**src/rtl/lread_pkg.sv**
```systemverilog
package lread_pkg;

  typedef enum logic [2:0] {
    PH_IDLE,
    PH_PULSE,
    PH_CDS,
    PH_HI,
    PH_LO
  } phase_t;

  localparam int unsigned PRELOAD = 3;

  function automatic int unsigned max4(input int unsigned a, input int unsigned b,
                                       input int unsigned c, input int unsigned d);
    int unsigned m;
    m = a;
    if (b > m) m = b;
    if (c > m) m = c;
    if (d > m) m = d;
    return m;
  endfunction

endpackage

```
**src/rtl/lread_cfg.sv**
```systemverilog
module lread_cfg
  import lread_pkg::*;
#(
  parameter int unsigned NPIX = 1024,
  parameter int unsigned CW   = $clog2(NPIX + PRELOAD)
) (
  input  logic          clk,
  input  logic          rst_n,
  input  logic          load,
  input  logic          roi_i,
  input  logic [1:0]    bin_i,
  output logic [CW-1:0] last_clk
);

  logic [CW-1:0] last_q, last_nx;
  int unsigned   shift;

  always_comb begin
    case (bin_i)
      2'b00:   shift = 1;
      2'b01:   shift = 0;
      default: shift = 2;
    endcase
    if (roi_i) shift = shift + 1;
    last_nx = last_q;
    if (load) last_nx = CW'((NPIX >> shift) + PRELOAD - 1);
  end

  always_ff @(posedge clk or negedge rst_n) begin
    if (!rst_n) last_q <= '0;
    else        last_q <= last_nx;
  end

  assign last_clk = last_q;

endmodule

```
**src/rtl/lread_phase.sv**
```systemverilog
module lread_phase
  import lread_pkg::*;
#(
  parameter int unsigned PULSE_W  = 4,
  parameter int unsigned CDS_WAIT = 8,
  parameter int unsigned CLK_HI   = 2,
  parameter int unsigned CLK_LO   = 3
) (
  input  logic clk,
  input  logic rst_n,
  input  logic start_i,
  input  logic drdy_i,
  input  logic clr_i,
  input  logic stop,
  output logic go,
  output logic abort,
  output logic period_end,
  output logic rd_o,
  output logic busy_o
);

  localparam int unsigned MAXT = max4(PULSE_W, CDS_WAIT, CLK_HI, CLK_LO);
  localparam int unsigned TW   = (MAXT < 2) ? 1 : $clog2(MAXT);

  phase_t        st_q, st_nx;
  logic [TW-1:0] tmr_q, tmr_nx;
  logic          clr_q;
  logic          rd_q, rd_nx;

  assign abort      = clr_i & ~clr_q;
  assign go         = (st_q == PH_IDLE) & start_i & drdy_i & ~abort;
  assign period_end = (st_q == PH_LO) & (tmr_q == '0);

  always_comb begin
    st_nx  = st_q;
    tmr_nx = tmr_q;
    if (tmr_q != '0) tmr_nx = tmr_q - 1'b1;
    if (abort) begin
      st_nx  = PH_IDLE;
      tmr_nx = '0;
    end else begin
      case (st_q)
        PH_IDLE: if (go) begin
          st_nx  = PH_PULSE;
          tmr_nx = TW'(PULSE_W - 1);
        end
        PH_PULSE: if (tmr_q == '0) begin
          st_nx  = PH_CDS;
          tmr_nx = TW'(CDS_WAIT - 1);
        end
        PH_CDS: if (tmr_q == '0) begin
          st_nx  = PH_HI;
          tmr_nx = TW'(CLK_HI - 1);
        end
        PH_HI: if (tmr_q == '0) begin
          st_nx  = PH_LO;
          tmr_nx = TW'(CLK_LO - 1);
        end
        PH_LO: if (tmr_q == '0) begin
          if (stop) begin
            st_nx  = PH_IDLE;
          end else begin
            st_nx  = PH_HI;
            tmr_nx = TW'(CLK_HI - 1);
          end
        end
        default: st_nx = PH_IDLE;
      endcase
    end
    rd_nx = (st_nx == PH_PULSE) | (st_nx == PH_HI);
  end

  always_ff @(posedge clk or negedge rst_n) begin
    if (!rst_n) begin
      st_q  <= PH_IDLE;
      tmr_q <= '0;
      clr_q <= 1'b0;
      rd_q  <= 1'b0;
    end else begin
      st_q  <= st_nx;
      tmr_q <= tmr_nx;
      clr_q <= clr_i;
      rd_q  <= rd_nx;
    end
  end

  assign rd_o   = rd_q;
  assign busy_o = (st_q != PH_IDLE);

endmodule

```
**src/rtl/lread_pix.sv**
```systemverilog
module lread_pix
  import lread_pkg::*;
#(
  parameter int unsigned NPIX = 1024,
  parameter int unsigned CW   = $clog2(NPIX + PRELOAD),
  parameter int unsigned IW   = $clog2(NPIX)
) (
  input  logic          clk,
  input  logic          rst_n,
  input  logic          go,
  input  logic          abort,
  input  logic          period_end,
  input  logic [CW-1:0] last_clk,
  input  logic          last_i,
  input  logic          drdy_i,
  output logic          stop,
  output logic          adc_stb_o,
  output logic          pix_vld_o,
  output logic [IW-1:0] pix_idx_o,
  output logic          done_o,
  output logic          nomore_o
);

  logic [CW-1:0] cnt_q, cnt_nx;
  logic [IW-1:0] idx_q, idx_nx;
  logic          vld_q, vld_nx;
  logic          done_q, done_nx;
  logic          nom_q, nom_nx;
  logic          preload;

  assign preload   = (cnt_q < CW'(PRELOAD));
  assign adc_stb_o = period_end & ~preload;
  assign stop      = period_end & ((cnt_q == last_clk) | (~preload & last_i));

  always_comb begin
    cnt_nx  = cnt_q;
    idx_nx  = idx_q;
    nom_nx  = nom_q;
    vld_nx  = adc_stb_o & ~abort;
    done_nx = stop & ~abort;
    if (go) begin
      cnt_nx = '0;
      nom_nx = 1'b0;
    end else if (period_end & ~abort) begin
      cnt_nx = cnt_q + 1'b1;
      if (cnt_q == '0) nom_nx = ~drdy_i;
    end
    if (adc_stb_o & ~abort) idx_nx = IW'(cnt_q - CW'(PRELOAD));
  end

  always_ff @(posedge clk or negedge rst_n) begin
    if (!rst_n) begin
      cnt_q  <= '0;
      idx_q  <= '0;
      vld_q  <= 1'b0;
      done_q <= 1'b0;
      nom_q  <= 1'b0;
    end else begin
      cnt_q  <= cnt_nx;
      idx_q  <= idx_nx;
      vld_q  <= vld_nx;
      done_q <= done_nx;
      nom_q  <= nom_nx;
    end
  end

  assign pix_vld_o = vld_q;
  assign pix_idx_o = idx_q;
  assign done_o    = done_q;
  assign nomore_o  = nom_q;

endmodule

```
**src/rtl/lread_seq.sv**
```systemverilog
module lread_seq
  import lread_pkg::*;
#(
  parameter int unsigned NPIX     = 1024,
  parameter int unsigned PULSE_W  = 4,
  parameter int unsigned CDS_WAIT = 8,
  parameter int unsigned CLK_HI   = 2,
  parameter int unsigned CLK_LO   = 3
) (
  input  logic       clk,
  input  logic       rst_n,
  input  logic       start_i,
  input  logic       roi_i,
  input  logic [1:0] bin_i,
  input  logic       clr_i,
  input  logic       drdy_i,
  input  logic       last_i,
  output logic       rd_o,
  output logic       busy_o,
  output logic       done_o,
  output logic       adc_stb_o,
  output logic       pix_vld_o,
  output logic [9:0] pix_idx_o,
  output logic       nomore_o
);

  localparam int unsigned CW = $clog2(NPIX + PRELOAD);
  localparam int unsigned IW = $clog2(NPIX);

  logic          go_w;
  logic          abort_w;
  logic          pend_w;
  logic          stop_w;
  logic [CW-1:0] last_clk_w;
  logic [IW-1:0] idx_w;

  lread_cfg #(.NPIX(NPIX), .CW(CW)) i_cfg (
    .clk      (clk),
    .rst_n    (rst_n),
    .load     (go_w),
    .roi_i    (roi_i),
    .bin_i    (bin_i),
    .last_clk (last_clk_w)
  );

  lread_phase #(
    .PULSE_W (PULSE_W),
    .CDS_WAIT(CDS_WAIT),
    .CLK_HI  (CLK_HI),
    .CLK_LO  (CLK_LO)
  ) i_phase (
    .clk        (clk),
    .rst_n      (rst_n),
    .start_i    (start_i),
    .drdy_i     (drdy_i),
    .clr_i      (clr_i),
    .stop       (stop_w),
    .go         (go_w),
    .abort      (abort_w),
    .period_end (pend_w),
    .rd_o       (rd_o),
    .busy_o     (busy_o)
  );

  lread_pix #(.NPIX(NPIX), .CW(CW), .IW(IW)) i_pix (
    .clk        (clk),
    .rst_n      (rst_n),
    .go         (go_w),
    .abort      (abort_w),
    .period_end (pend_w),
    .last_clk   (last_clk_w),
    .last_i     (last_i),
    .drdy_i     (drdy_i),
    .stop       (stop_w),
    .adc_stb_o  (adc_stb_o),
    .pix_vld_o  (pix_vld_o),
    .pix_idx_o  (idx_w),
    .done_o     (done_o),
    .nomore_o   (nomore_o)
  );

  assign pix_idx_o = 10'(idx_w);

endmodule

```
**config.mk**
```make
export PLATFORM = sky130hd
export DESIGN_NAME = lread_seq
export DESIGN_NICKNAME = d
export VERILOG_FILES = /design/src/rtl/lread_pkg.sv /design/src/rtl/lread_cfg.sv /design/src/rtl/lread_phase.sv /design/src/rtl/lread_pix.sv /design/src/rtl/lread_seq.sv
export SDC_FILE = /design/constraint.sdc
export NUM_CORES = 1
export LEC_CHECK = 0
export BUFFER_PORTS_ARGS = -buffer_cell sky130_fd_sc_hd__buf_4
export CORE_MARGIN = 8
export CORE_UTILIZATION = 40
export CTS_BUF_LIST = sky130_fd_sc_hd__clkbuf_16
export DETAILED_ROUTE_END_ITERATION = 6
export HOLD_SLACK_MARGIN = 0.08
export PLACE_DENSITY = 0.55
export SLEW_MARGIN = 20
export SYNTH_ARGS = -nofsm -noshare
export SYNTH_HDL_FRONTEND = slang
export SYNTH_SLANG_ARGS = --single-unit
```
**constraint.sdc**
```tcl
create_clock -name clk -period 3 [get_ports clk]
set_input_delay 0.3 -clock clk [delete_from_list [all_inputs] [get_ports clk]]
set_output_delay 0.3 -clock clk [all_outputs]
set_load 0.02 [all_outputs]
```
**Word-level counts from Yosys, hierarchy flattened**

Cells that the tools add are included.

- Bits in latches: 0
- Logic and storage cells: 76
- RAM bits: 0
- Bits in read-only memories: 0
- Input bits: 9
- Bits in registers: 43
- Memories: 0

- $lt $le $gt $ge: 1
- Mux-type cells: 24
- Reductions and logical operators: 9
- Add/subtract/negate cells: 6
- Bitwise operators: 17
- Equal/unequal tests: 8
- Shift-type cells: 1
- Divide/modulo/power cells: 0
- $mul: 0

Operator list:

| cell | number |
|---|---|
| 2-to-1 mux 3 bit | 14 |
| 2-to-1 mux 32 bit | 1 |
| right shift 11 x 32 -> 11 bit (first input constant) | 1 |
| case mux 3 bit (5 select lines) | 2 |
| 2-to-1 mux 11 bit | 2 |
| adder 11 x 1 -> 11 bit (second input constant) | 1 |
| adder 11 x 2 -> 11 bit (second input constant) | 1 |
| bitwise AND 1 bit | 11 |
| equality test 11 bit | 1 |
| zero test 11 bit | 1 |
| less-than comparator 11 x 2 -> 1 bit (second input constant) | 1 |
| subtractor 11 x 1 -> 11 bit (second input constant) | 1 |
| subtractor 10 x 2 -> 10 bit (second input constant) | 1 |
| equality test 3 x 2 -> 1 bit (second input constant) | 3 |
| equality test 3 x 1 -> 1 bit (second input constant) | 2 |
| zero test 3 bit | 2 |
| nonzero test 3 bit | 2 |
| NOT 1 bit | 4 |
| case mux 2 bit (2 select lines) | 1 |
| nonzero test 2 bit | 2 |
| adder 2 x 1 -> 3 bit (second input constant) | 1 |
| equality test 3 bit (second input constant) | 1 |
| 2-to-1 mux 1 bit | 3 |
| subtractor 3 x 1 -> 3 bit (second input constant) | 1 |
| other kinds (5) | 6 |

**Logic depth before layout (Yosys ltp)**

Gate-level depths: netlist (run 1).

- Word-level depth: 11
- Mapped depth: 11
- Gate-level depth less buffers: 10

**Cells and area by module**

A second synthesis (run 1) with hierarchy kept.

- Cells, all modules: 249
- Area, all modules: 2427.3 sq um

Modules (own cells, without submodules):

| module | area an instance (sq um) | instances | cells each |
|---|---|---|---|
| lread_pix | 1473.9 | 1 | 150 |
| lread_phase | 593.1 | 1 | 67 |
| lread_cfg | 360.3 | 1 | 32 |

**Worst setup path after synthesis (run 1)**

No wires, ideal clock.

- Path type: reg-to-reg
- From: register i_phase.tmr_q[0]
- To: register i_phase.st_q[1]
- Slack: 0.962 ns
- Path buffers: 1
- Period minus slack after synthesis: 2.038 ns
- Stages on the path, launching flop included: 9
- Data arrival time: 1.917 ns
- Library setup time: 0.121 ns
- Cell sequence: dfrtp_1 -> inv_1 -> ha_1 -> nor2b_1 -> clkbuf_2 -> inv_2 -> a311oi_2 -> o2bb2a_4 -> a22o_1

- Cells in the longest elaborated chain, start to end: 7
- Elaborated cells between the ends (all ways): 10

Ends and longest elaborated chain:

| what | line | text |
|---|---|---|
| start: declaration | lread_phase.sv:26 | `logic [TW-1:0] tmr_q, tmr_nx;` |
| start signal: assignment | lread_phase.sv:81 | `tmr_q <= tmr_nx;` |
| zero test 3 bit * | n/a |  |
| bitwise AND 1 bit | lread_phase.sv:32 | `assign period_end = (st_q == PH_LO) & (tmr_q == '0);` |
| bitwise AND 1 bit | lread_pix.sv:33 | `assign stop = period_end & ((cnt_q == last_clk) \| (~preload & last_i));` |
| 2-to-1 mux 2 bit | lread_phase.sv:60 | `if (stop) begin` |
| 2-to-1 mux 3 bit | lread_phase.sv:59 | `PH_LO: if (tmr_q == '0) begin` |
| case mux 3 bit (5 select lines) * | lread_phase.sv:42 | `case (st_q)` |
| 2-to-1 mux 3 bit * | lread_phase.sv:38 | `if (abort) begin` |
| net i_phase.st_nx[1] | lread_phase.sv:25 | `phase_t st_q, st_nx;` |
| end signal: assignment | lread_phase.sv:80 | `st_q <= st_nx;` |
| end: declaration | lread_phase.sv:25 |  |

The timed path passes the listed nets; every way through them passes the cells marked *.
A chain may end at the register's enable or synchronous reset.

**Worst setup path after layout (run 1)**

- From: register i_phase.st_q[1]
- To: output adc_stb_o

- Cells in the longest elaborated chain, start to end: 3

Ends and longest elaborated chain:

| what | line | text |
|---|---|---|
| equality test 3 bit | lread_phase.sv:32 |  |
| bitwise AND 1 bit | lread_phase.sv:32 |  |
| bitwise AND 1 bit | lread_pix.sv:32 | `assign adc_stb_o = period_end & ~preload;` |
| end: declaration | lread_seq.sv:21 | `output logic adc_stb_o,` |

Every way passes these cells.

==> flow_metrics.tcl, run 1 <==
set metrics [dict create \
    max-vdd-ir-drop_v 0.000316 \
    fin_skew_ns 0.00538 \
    synth_top_family_by_area "simple AND/OR/NAND/NOR gates" \
    worst_pin_slew_ns 0.495 \
    grt_max_degree 42 \
    ff_latch_area_um2 1030 \
    antenna_found_initial 0 \
    critPathBufInv 1 \
    powerDensity_nw_per_um2 731 \
    wl_met2_um 2210 \
    worstPathArrival_ns 1.97 \
    power_leakage_nw 1.24 \
    ant_nets 0 \
    coreArea_um2 5470 \
    grt_pass1_vias 1716 \
    drc 0 \
    syn_area_per_cell_um2 9.41 \
    synthXorXnorAreaFrac_pct 10.1 \
    postCtsSetupBuffers 0 \
    die_h_um 91.1 \
    status "finished clean" \
    num_vias 1716 \
    slew_violations 0 \
    area_growth_pct 17.6 \
    ys_seq_elements 41 \
    holdBufCountCts 1 \
    nets 277 \
    synthesis.area_um2 2260 \
    cts_sinks 41 \
    synthMuxAreaShare_pct 1.44 \
    finalHoldViolCount 0 \
    synth-compound-area-share_pct 14.0 \
    cts_tree "yes" \
    grt-ovfl-total 0 \
    top_layer_used "met4" \
    place_area_um2 2500 \
    num_antenna_cells 0 \
    clock_latency_ns 0.28 \
    yosys.area_share.simple_pct 21.0 \
    wl_per_cell_um 15.0 \
    critical_path.max_fanout 13 \
    synth_edf_count 0 \
    slew_headroom_pct 67.0 \
    mostFrequentLayoutCell "dfrtp_1" \
    grt_first_pass_wirelength_um 8730 \
    setup_tns_ns 0 \
    routed_via_density 5.12 \
    grt.total_usage_pct 13.0 \
    pin_count 25 \
    worst_path_max_delay_cell "dfrtp_1" \
    critical_path.cell_chain "or3b_4 > a311oi_2 > buf_4" \
    dpl.hpwl_um 3760 \
    drt-total-wl_um 5030 \
    worstSetupPathType "reg2out" \
    hold_path.class "in2reg" \
    wl_met3_um 292 \
    drt_iter0_markers 139 \
    gp_routability_congestion 0.864 \
    ys_seq_area_share_pct 45.4 \
    drv_cap 0 \
    cts_buffers 5 \
    firstDrtPassIters 4 \
    min_period_ns 2.27 \
    clk_pin_slew_ns 0.06 \
    layout_common_cells "dfrtp_1 (41), buf_4 (30), nand2_1 (28), nor2_1 (19), xnor2_1 (15)" \
    ctsResizeCount 0 \
    rsz0062_at_grt "no" \
    cts.path.max_buffers 2 \
    setup_viol_count_final 0 \
    drt-met1-wl_um 2480 \
    htree_levels 2 \
    start_kind "register" \
    die_w_um 91.1 \
    max_stage_delay_ns 0.53 \
    timing.final.crit_share_pct 75.7 \
    setup.worst_path.end_class "output pin" \
    synth-warning-count 0 \
    async_flop_share_pct 100 \
    drive_gt1_share_pct 17.9 \
    io_buffers 24 \
    total_power_mw 1.94 \
    syn_inst 240 \
    yosysUniqueCellTypes 46 \
    clockRootBuffer "clkbuf_16" \
    initial_core_util_pct 41.3 \
    fillers 541 \
    final_area_um2 2660 \
    synthesis.nets 255 \
    cp.required_ns 2.70 \
    synthFlopType "dfrtp_1" \
    worst_path_dominant_cell_family "flip-flops" \
    rows 27 \
    max_freq_mhz 440 \
    dieArea_um2 8310 \
    multiInputGateArea_um2 1130 \
    synth_fa_ha_area_share_pct 3.32 \
]
## area by class of cell
type / count / area share (%)
repair buffers: 31 / 8.86
flip-flops and latches: 41 / 38.6
clock inverters: 3 / 0.707
well taps: 72 / 3.39
clock buffers: 5 / 4.71
inverters: 9 / 1.27
multi-input cells: 174 / 42.4
## routing by layer
metal	GRT usage [%]	up-vias
met5	0	-
met4	3.68	0
met3	4.28	5
met2	19.0	38
met1	17.9	801
li1	-	872
## cell usage after synthesis (3+ instances only)
master | n | area share [%]
dfrtp_1 | 41 | 45
nand2_1 | 28 | 4.7
nor2_1 | 19 | 3.2
xnor2_1 | 15 | 5.8
nand3_1 | 13 | 2.9
xor2_1 | 11 | 4.3
a21oi_1 | 10 | 2.2
clkbuf_1 | 9 | 1.5
inv_1 | 8 | 1.3
o21ai_0 | 7 | 1.6
ha_1 | 6 | 3.3
o21ai_1 | 6 | 1.3
nand4_1 | 5 | 1.4
nor3_1 | 5 | 1.1
and2_1 | 4 | 1.1
nand2b_1 | 4 | 1.1
o211ai_1 | 4 | 1.3
o31ai_1 | 4 | 1.3
buf_2 | 3 | 0.66
or3_1 | 3 | 0.83
## worst register-to-register path, delay by kind of cell (launching register included)
| family | cells | cell delay [ns] |
|---|---|---|
| muxes | 1 | 0.37 |
| and+or+nand+nor | 3 | 0.73 |
| adders and majority gates | 1 | 0.19 |
| DFF | 1 | 0.39 |
| buffers and inverters | 3 | 0.37 |
## kinds of logic after synthesis
kind of cell             count (synthesis)
buffers and inverters                   25
adder cells (fa/ha/maj)                  6
AND/OR/NAND/NOR                         94
flip-flops                              41
AO/OA/AOI/OAI                           45
multiplexers                             3
XOR/XNOR                                26
## where the power goes
| part | internal (mW) | total (mW) | switching, mW |
|---|---|---|---|
| clock | 0.305 | 0.515 | 0.210 |
| combinational | 0.299 | 0.680 | 0.381 |
| sequential | 0.645 | 0.745 | 0.100 |
| total | 1.25 | 1.94 | 0.691 |
## sequential cells by signal, summed over array words and instances, names as in the netlist
register,cells
i_pix.pix_vld_o,1
i_pix.done_o,1
i_phase.st_q,3
i_pix.pix_idx_o,10
i_pix.cnt_q,11
i_phase.rd_o,1
i_cfg.last_clk,9
i_phase.tmr_q,3
i_pix.nomore_o,1
i_phase.clr_q,1
## per-stage QoR
step	util [%]	setup WS [ns]	hold slack, ns	instances
after CTS	48.5	0.734	0.136	335
after global placement	45.7	0.878	0.313	326
after global routing	48.5	0.596	0.140	335
after floorplan	-	0.962	0.00441	240
final	48.5	0.729	0.141	335
after detailed placement	45.7	0.868	0.310	326
## worst paths after layout
kind | from | endpoint | slack (ns) | cells after the start
worst max register to register | i_phase.tmr_q[0] | i_pix.pix_idx_o[1] | 0.84 | 8
max in group asynchronous | rst_n | i_phase.tmr_q[0] | 2.12 | 2
min in group asynchronous | rst_n | i_pix.pix_idx_o[8] | 0.53 | 2
worst min register to register | i_pix.pix_idx_o[3] | i_pix.pix_idx_o[3] | 0.48 | 2
worst min-delay path | clr_i | i_phase.clr_q | 0.14 | 1
worst max-delay path | i_phase.st_q[1] | adc_stb_o | 0.73 | 3
No activity file was read; power rests on OpenSTA's default activity.
==> run 2, diff against run 1 <==
--- a/config.mk
+++ b/config.mk
@@ -11,7 +11,7 @@
 export CTS_BUF_LIST = sky130_fd_sc_hd__clkbuf_16
 export DETAILED_ROUTE_END_ITERATION = 6
 export HOLD_SLACK_MARGIN = 0.08
-export PLACE_DENSITY = 0.55
+export PLACE_DENSITY = 0.57
 export SLEW_MARGIN = 20
 export SYNTH_ARGS = -nofsm -noshare
 export SYNTH_HDL_FRONTEND = slang
==> constraint.sdc (replaced) <==
create_clock -name clk -period 1.85 [get_ports clk]
set_input_delay 0.185 -clock clk [delete_from_list [all_inputs] [get_ports clk]]
set_output_delay 0.185 -clock clk [all_outputs]
set_load 0.02 [all_outputs]
==> run 2 against run 1 <==
  * The run now ends with negative setup slack left
  * Utilization up 7.9 points
  * Register-to-register slack worse by 0.84 ns
  * Sequential share of layout area shrank 5.4 points
  * Cell count is 11% higher
  * Clock power increased by 69%
  * Flip-flop and latch count stayed put
  * Clock skew rose by 0.0027 ns
  * Final area grew 16%
  * Die area unchanged
  * Critical path type unchanged
  * Largest power group is now combinational cells
==> flow_metrics.tcl, run 2 (same netlist as run 1, synthesis figures left out) <==
set metrics [dict create \
    num_antenna_cells 0 \
    post-route-util_pct 56.4 \
    setup.worst_path.end_class "output pin" \
    initial_core_util_pct 41.3 \
    final_area_um2 3090 \
    power_leakage_nw 1.47 \
    nets 315 \
    io_buffers 24 \
    critPathBufInv 2 \
    die_h_um 91.1 \
    dieArea_um2 8310 \
    drt_iter0_markers 116 \
    powerDensity_nw_per_um2 1170 \
    min_to "i_cfg.last_clk[9]" \
    grt_pass1_vias 1892 \
    slew_violations 0 \
    start_kind "register" \
    pin_count 25 \
    critical_path.max_fanout 5 \
    max_stage_delay_ns 0.47 \
    dpl.hpwl_um 4100 \
    cts_buffers 5 \
    ant_nets 0 \
    critical_path.cell_chain "or3b_4 > a311oi_4 > buf_4 > buf_6" \
    routed_via_density 5.01 \
    cp-startpoint "i_phase.st_q[0]" \
    largest_reg_flops 11 \
    die_w_um 91.1 \
    htree_levels 2 \
    worst_path_max_delay_cell "or3b_4" \
    worstSetupPathType "reg2out" \
    min_period_ns 1.87 \
    fin_skew_ns 0.00809 \
    drive_gt1_share_pct 32.2 \
    worstPathArrival_ns 1.69 \
    hold_path.class "in2reg" \
    cts.path.max_buffers 2 \
    grt.total_usage_pct 13.9 \
    slew_headroom_pct 65.0 \
    failed_checks "negative setup slack" \
    whs_path_depth 2 \
    coreArea_um2 5470 \
    cts_tree "yes" \
    place_area_um2 2800 \
    finalHoldViolCount 0 \
    rows 27 \
    worst_path_dominant_cell_family "simple AND/OR/NAND/NOR gates" \
    wl_per_cell_um 14.5 \
    layout.cells.non_filler 373 \
    layout_common_cells "buf_4 (62), dfrtp_1 (41), nand2_1 (28), nor2_1 (19), xnor2_1 (15)" \
    rsz0062_at_grt "yes" \
    reg2reg_to "i_phase.st_q[1]" \
    fin_ws_ns -0.0237 \
    r2r_start "i_phase.st_q[0]" \
    drc 0 \
    clk_pin_slew_ns 0.06 \
    firstDrtPassIters 5 \
    worst_pin_slew_ns 0.525 \
    grt_first_pass_wirelength_um 9330 \
    dpl.cell_count 359 \
    max_freq_mhz 534 \
    clock_latency_ns 0.29 \
    clockRootBuffer "clkbuf_16" \
    grt-ovfl-total 0 \
    r2r_cells 5 \
    mostFrequentLayoutCell "buf_4" \
    setup_viol_count_final 1 \
    grt_max_degree 42 \
    drv_cap 0 \
    max-vdd-ir-drop_v 0.000574 \
    gp_routability_congestion 0.897 \
    antenna_found_initial 0 \
    drt-total-wl_um 5420 \
    num_vias 1868 \
    regMostFlops "i_pix.cnt_q" \
    status "finished with violations" \
    pre_cts_ws_ns 0.0157 \
    area_growth_pct 36.7 \
    reg2reg_slack_ns 0 \
    min_from "bin_i[1]" \
    cts_sinks 41 \
    cp.required_ns 1.66 \
    timing.final.crit_share_pct 101 \
]
## run 2: cell count changes in the layout (fill, tap and decap cells not counted), sizes merged
| cell | before | now |
|---|---|---|
| clkinvlp | 2 | 0 |
| inv | 10 | 9 |
| buf | 30 | 67 |
| clkinv | 0 | 3 |
| dlygate4sd3 | 1 | 2 |
## run 2: where the power goes
group / total, mW / internal, mW / switching [mW]
combinational: 1.59 / 0.773 / 0.815
sequential: 1.14 / 1.05 / 0.0936
clock: 0.869 / 0.502 / 0.367
## run 2: worst max-delay path by stage
stage / endpoint / slack (ns) / cells after the start
after floorplan: i_phase.st_q[1] / -0.006 / 8
after global placement: i_phase.tmr_q[0] / 0.02 / 9
after detailed placement: i_phase.st_q[1] / 0.02 / 5
after CTS: adc_stb_o / -0.06 / 8
after global routing: adc_stb_o / -0.09 / 8
final: adc_stb_o / -0.02 / 4
## run 2: through the flow
step / TNS [ns] / hold slack, ns / power, mW
after floorplan: -0.00638 / -0.111 / 2.05
after CTS: -0.0604 / 0.107 / 3.54
after detailed placement: 0 / 0.206 / 2.64
final: -0.0237 / 0.110 / 3.60
after global placement: 0 / 0.198 / 2.64
after global routing: -0.455 / 0.119 / 3.84
## run 2: what timing repair did
action,4_1_cts,5_1_grt
endpoints found under the hold margin,42,0
endpoints found under the setup margin,3,26
resized for setup,2,17
gates cloned,0,0
setup buffers,2,2
hold buffers,2,0
pin swaps,1,6
## run 2: final cells by class
cell class,instances,area (um^2)
timing repair buffer,69,542
fill,490,2390
inverter,9,38.8
clock inverter,3,22.5
tap,72,90.1
sequential,41,1030
multi-input combinational,174,1240
clock buffer,5,125
## run 2: layer usage
metal,vias up,part of all wire [%],global-route usage (%)
met4,0,1.5,4.50
met2,32,45,21.3
met3,9,4.5,4.03
met1,878,48,18.4
met5,-,0,0
li1,949,-,-
## run 2: worst register-to-register path, cell delays in order (launching register included)
cell and delay, ns:
dfrtp_1 0.38, or3b_4 0.47, nor4_4 0.26, nand4_1 0.16, o2bb2a_4 0.25, a22o_1 0.22
==> run 3, diff against run 2 <==
--- a/config.mk
+++ b/config.mk
@@ -11,7 +11,6 @@
 export CTS_BUF_LIST = sky130_fd_sc_hd__clkbuf_16
 export DETAILED_ROUTE_END_ITERATION = 6
 export HOLD_SLACK_MARGIN = 0.08
-export PLACE_DENSITY = 0.57
 export SLEW_MARGIN = 20
 export SYNTH_ARGS = -nofsm -noshare
 export SYNTH_HDL_FRONTEND = slang
==> run 3 against run 2 <==
  * The run still ends with negative setup slack left
  * Worst hold slack barely moved
  * Utilization fell by 0.85 points
  * Critical path type unchanged
  * Flip-flop and latch count did not move
  * Critical endpoint unchanged
==> flow_metrics.tcl, run 3 (same netlist as run 1, synthesis figures left out) <==
set metrics [dict create \
    antenna_found_initial 0 \
    drc 0 \
    failed_checks "negative setup slack" \
    r2r_start "i_phase.st_q[2]" \
    reg2reg_slack_ns -0.01 \
    setup_viol_count_final 4 \
    grtUsageMet2_pct 19.5 \
    setup_tns_ns -0.0781 \
    grt.total_usage_pct 13.2 \
    largest_reg_flops 11 \
    cts.path.max_buffers 2 \
    layout_common_cells "buf_4 (59), dfrtp_1 (41), nand2_1 (28), nor2_1 (19), xnor2_1 (15)" \
    final_area_um2 3040 \
    dpl.cell_count 355 \
    pin_count 25 \
    cts_sinks 41 \
    firstDrtPassIters 4 \
    critical_path.max_fanout 2 \
    powerDensity_nw_per_um2 1180 \
    endpoint "adc_stb_o" \
    min_period_ns 1.91 \
    reg2reg_to "i_phase.st_q[1]" \
    grt_first_pass_wirelength_um 8890 \
    gp_routability_congestion 0.871 \
    worstPathArrival_ns 1.72 \
    start_kind "register" \
    nets 312 \
    max_stage_delay_ns 0.39 \
    place_area_um2 2770 \
    max-vdd-ir-drop_v 0.000601 \
    clockRootBuffer "clkbuf_16" \
    cp-startpoint "i_phase.tmr_q[0]" \
    holdWs_ns 0.110 \
    critical_path.cell_chain "inv_2 > ha_4 > nor2b_4 > buf_6 > inv_6 > buf_6 > a311oi_4 > buf_4 > buf_6" \
    status "finished with violations" \
    fillers 505 \
    drt-total-wl_um 5090 \
    r2r_cells 5 \
    mostFrequentLayoutCell "buf_4" \
    busiest_layer "met2" \
    fin_ws_ns -0.0589 \
    coreArea_um2 5470 \
    max_freq_mhz 524 \
    worst_path_max_delay_cell "dfrtp_1" \
    cp_common_cell "buf_6" \
    met3_usage_pct 3.95 \
    power_leakage_nw 1.45 \
    cp.required_ns 1.66 \
    cts_buffers 5 \
    cts_tree "yes" \
    worst_pin_slew_ns 0.502 \
    fin_skew_ns 0.00850 \
    grt_max_degree 42 \
    io_buffers 24 \
    rows 27 \
    timing.final.crit_share_pct 103 \
    num_antenna_cells 0 \
    routed_via_density 4.95 \
    slew_headroom_pct 66.6 \
    drive_gt1_share_pct 31.2 \
    grt-ovfl-total 0 \
    area_growth_pct 34.6 \
    grt.met1_usage_pct 17.4 \
    ant_nets 0 \
    worstSetupPathType "reg2out" \
    num_vias 1830 \
    slew_violations 0 \
    htree_levels 2 \
    drv_cap 0 \
    grt_pass1_vias 1820 \
    regMostFlops "i_pix.cnt_q" \
    layout.cells.non_filler 370 \
    die_w_um 91.1 \
    drt_iter0_markers 71 \
    hold_path.class "in2reg" \
    clock_latency_ns 0.29 \
    rsz0062_at_grt "yes" \
    clk_pin_slew_ns 0.06 \
    initial_core_util_pct 41.3 \
    setup.worst_path.end_class "output pin" \
    wl_per_cell_um 13.8 \
    dieArea_um2 8310 \
    dpl.hpwl_um 3970 \
    finalHoldViolCount 0 \
    die_h_um 91.1 \
]
## run 3: report_power, final
| group | leakage (nW) | switching (mW) | internal (mW) |
|---|---|---|---|
| Clock | 0.0672 | 0.351 | 0.494 |
| Combinational | 0.834 | 0.803 | 0.793 |
| Sequential | 0.546 | 0.0993 | 1.05 |
| Total | 1.45 | 1.25 | 2.33 |
## run 3: critical path, delay by kind of cell, from the launching register on
family | cells | cell delay, ns
buf+inv | 6 | 0.59
simple gates | 1 | 0.13
fa+ha+maj | 1 | 0.12
compound gates | 1 | 0.21
flops | 1 | 0.39
## run 3: worst min-delay path by stage
stage,start,to,cells past startpoint
after global routing,bin_i[1],i_cfg.last_clk[9],2
after global placement,rst_n,i_pix.pix_idx_o[8],1
after CTS,bin_i[1],i_cfg.last_clk[9],2
after detailed placement,rst_n,i_pix.pix_idx_o[8],1
final,bin_i[1],i_cfg.last_clk[9],2
after floorplan,rst_n,i_cfg.last_clk[10],0
## run 3: area by class of cell
cell class	count	area [um^2]	share of cell area, %
repair buffers	66	519	17.1
well taps	72	90.1	2.96
inverters	9	38.8	1.28
flip-flops and latches	41	1030	33.7
multi-input cells	174	1220	40.2
clock buffers	5	125	4.12
clock inverters	3	18.8	0.617
## run 3: what timing repair did
| action | CTS | global route |
|---|---|---|
| hold buffers | 2 | 0 |
| setup endpoints to repair | 1 | 29 |
| hold endpoints to repair | 42 | 0 |
| setup buffers | 3 | 2 |
| pin swaps | 3 | 2 |
| resized for setup | 4 | 12 |
## run 3: layer usage
| metal | wire [um] | share of wire [%] | vias up |
|---|---|---|---|
| met5 | 0 | 0 | - |
| met4 | 95 | 1.9 | 0 |
| met3 | 339 | 6.7 | 7 |
| met2 | 2180 | 43 | 51 |
| met1 | 2480 | 49 | 823 |
| li1 | - | - | 949 |
## run 3: stage by stage
step           setup WS (ns)  util [%]  power, mW
6_report             -0.0589      55.6       3.59
5_1_grt               -0.136      55.6       3.86
4_1_cts               -0.138      54.3       3.54
3_5_place_dp         0.00755      50.6       2.64
3_3_place_gp          0.0139      50.6       2.64
2_1_floorplan       -0.00638         -       2.05
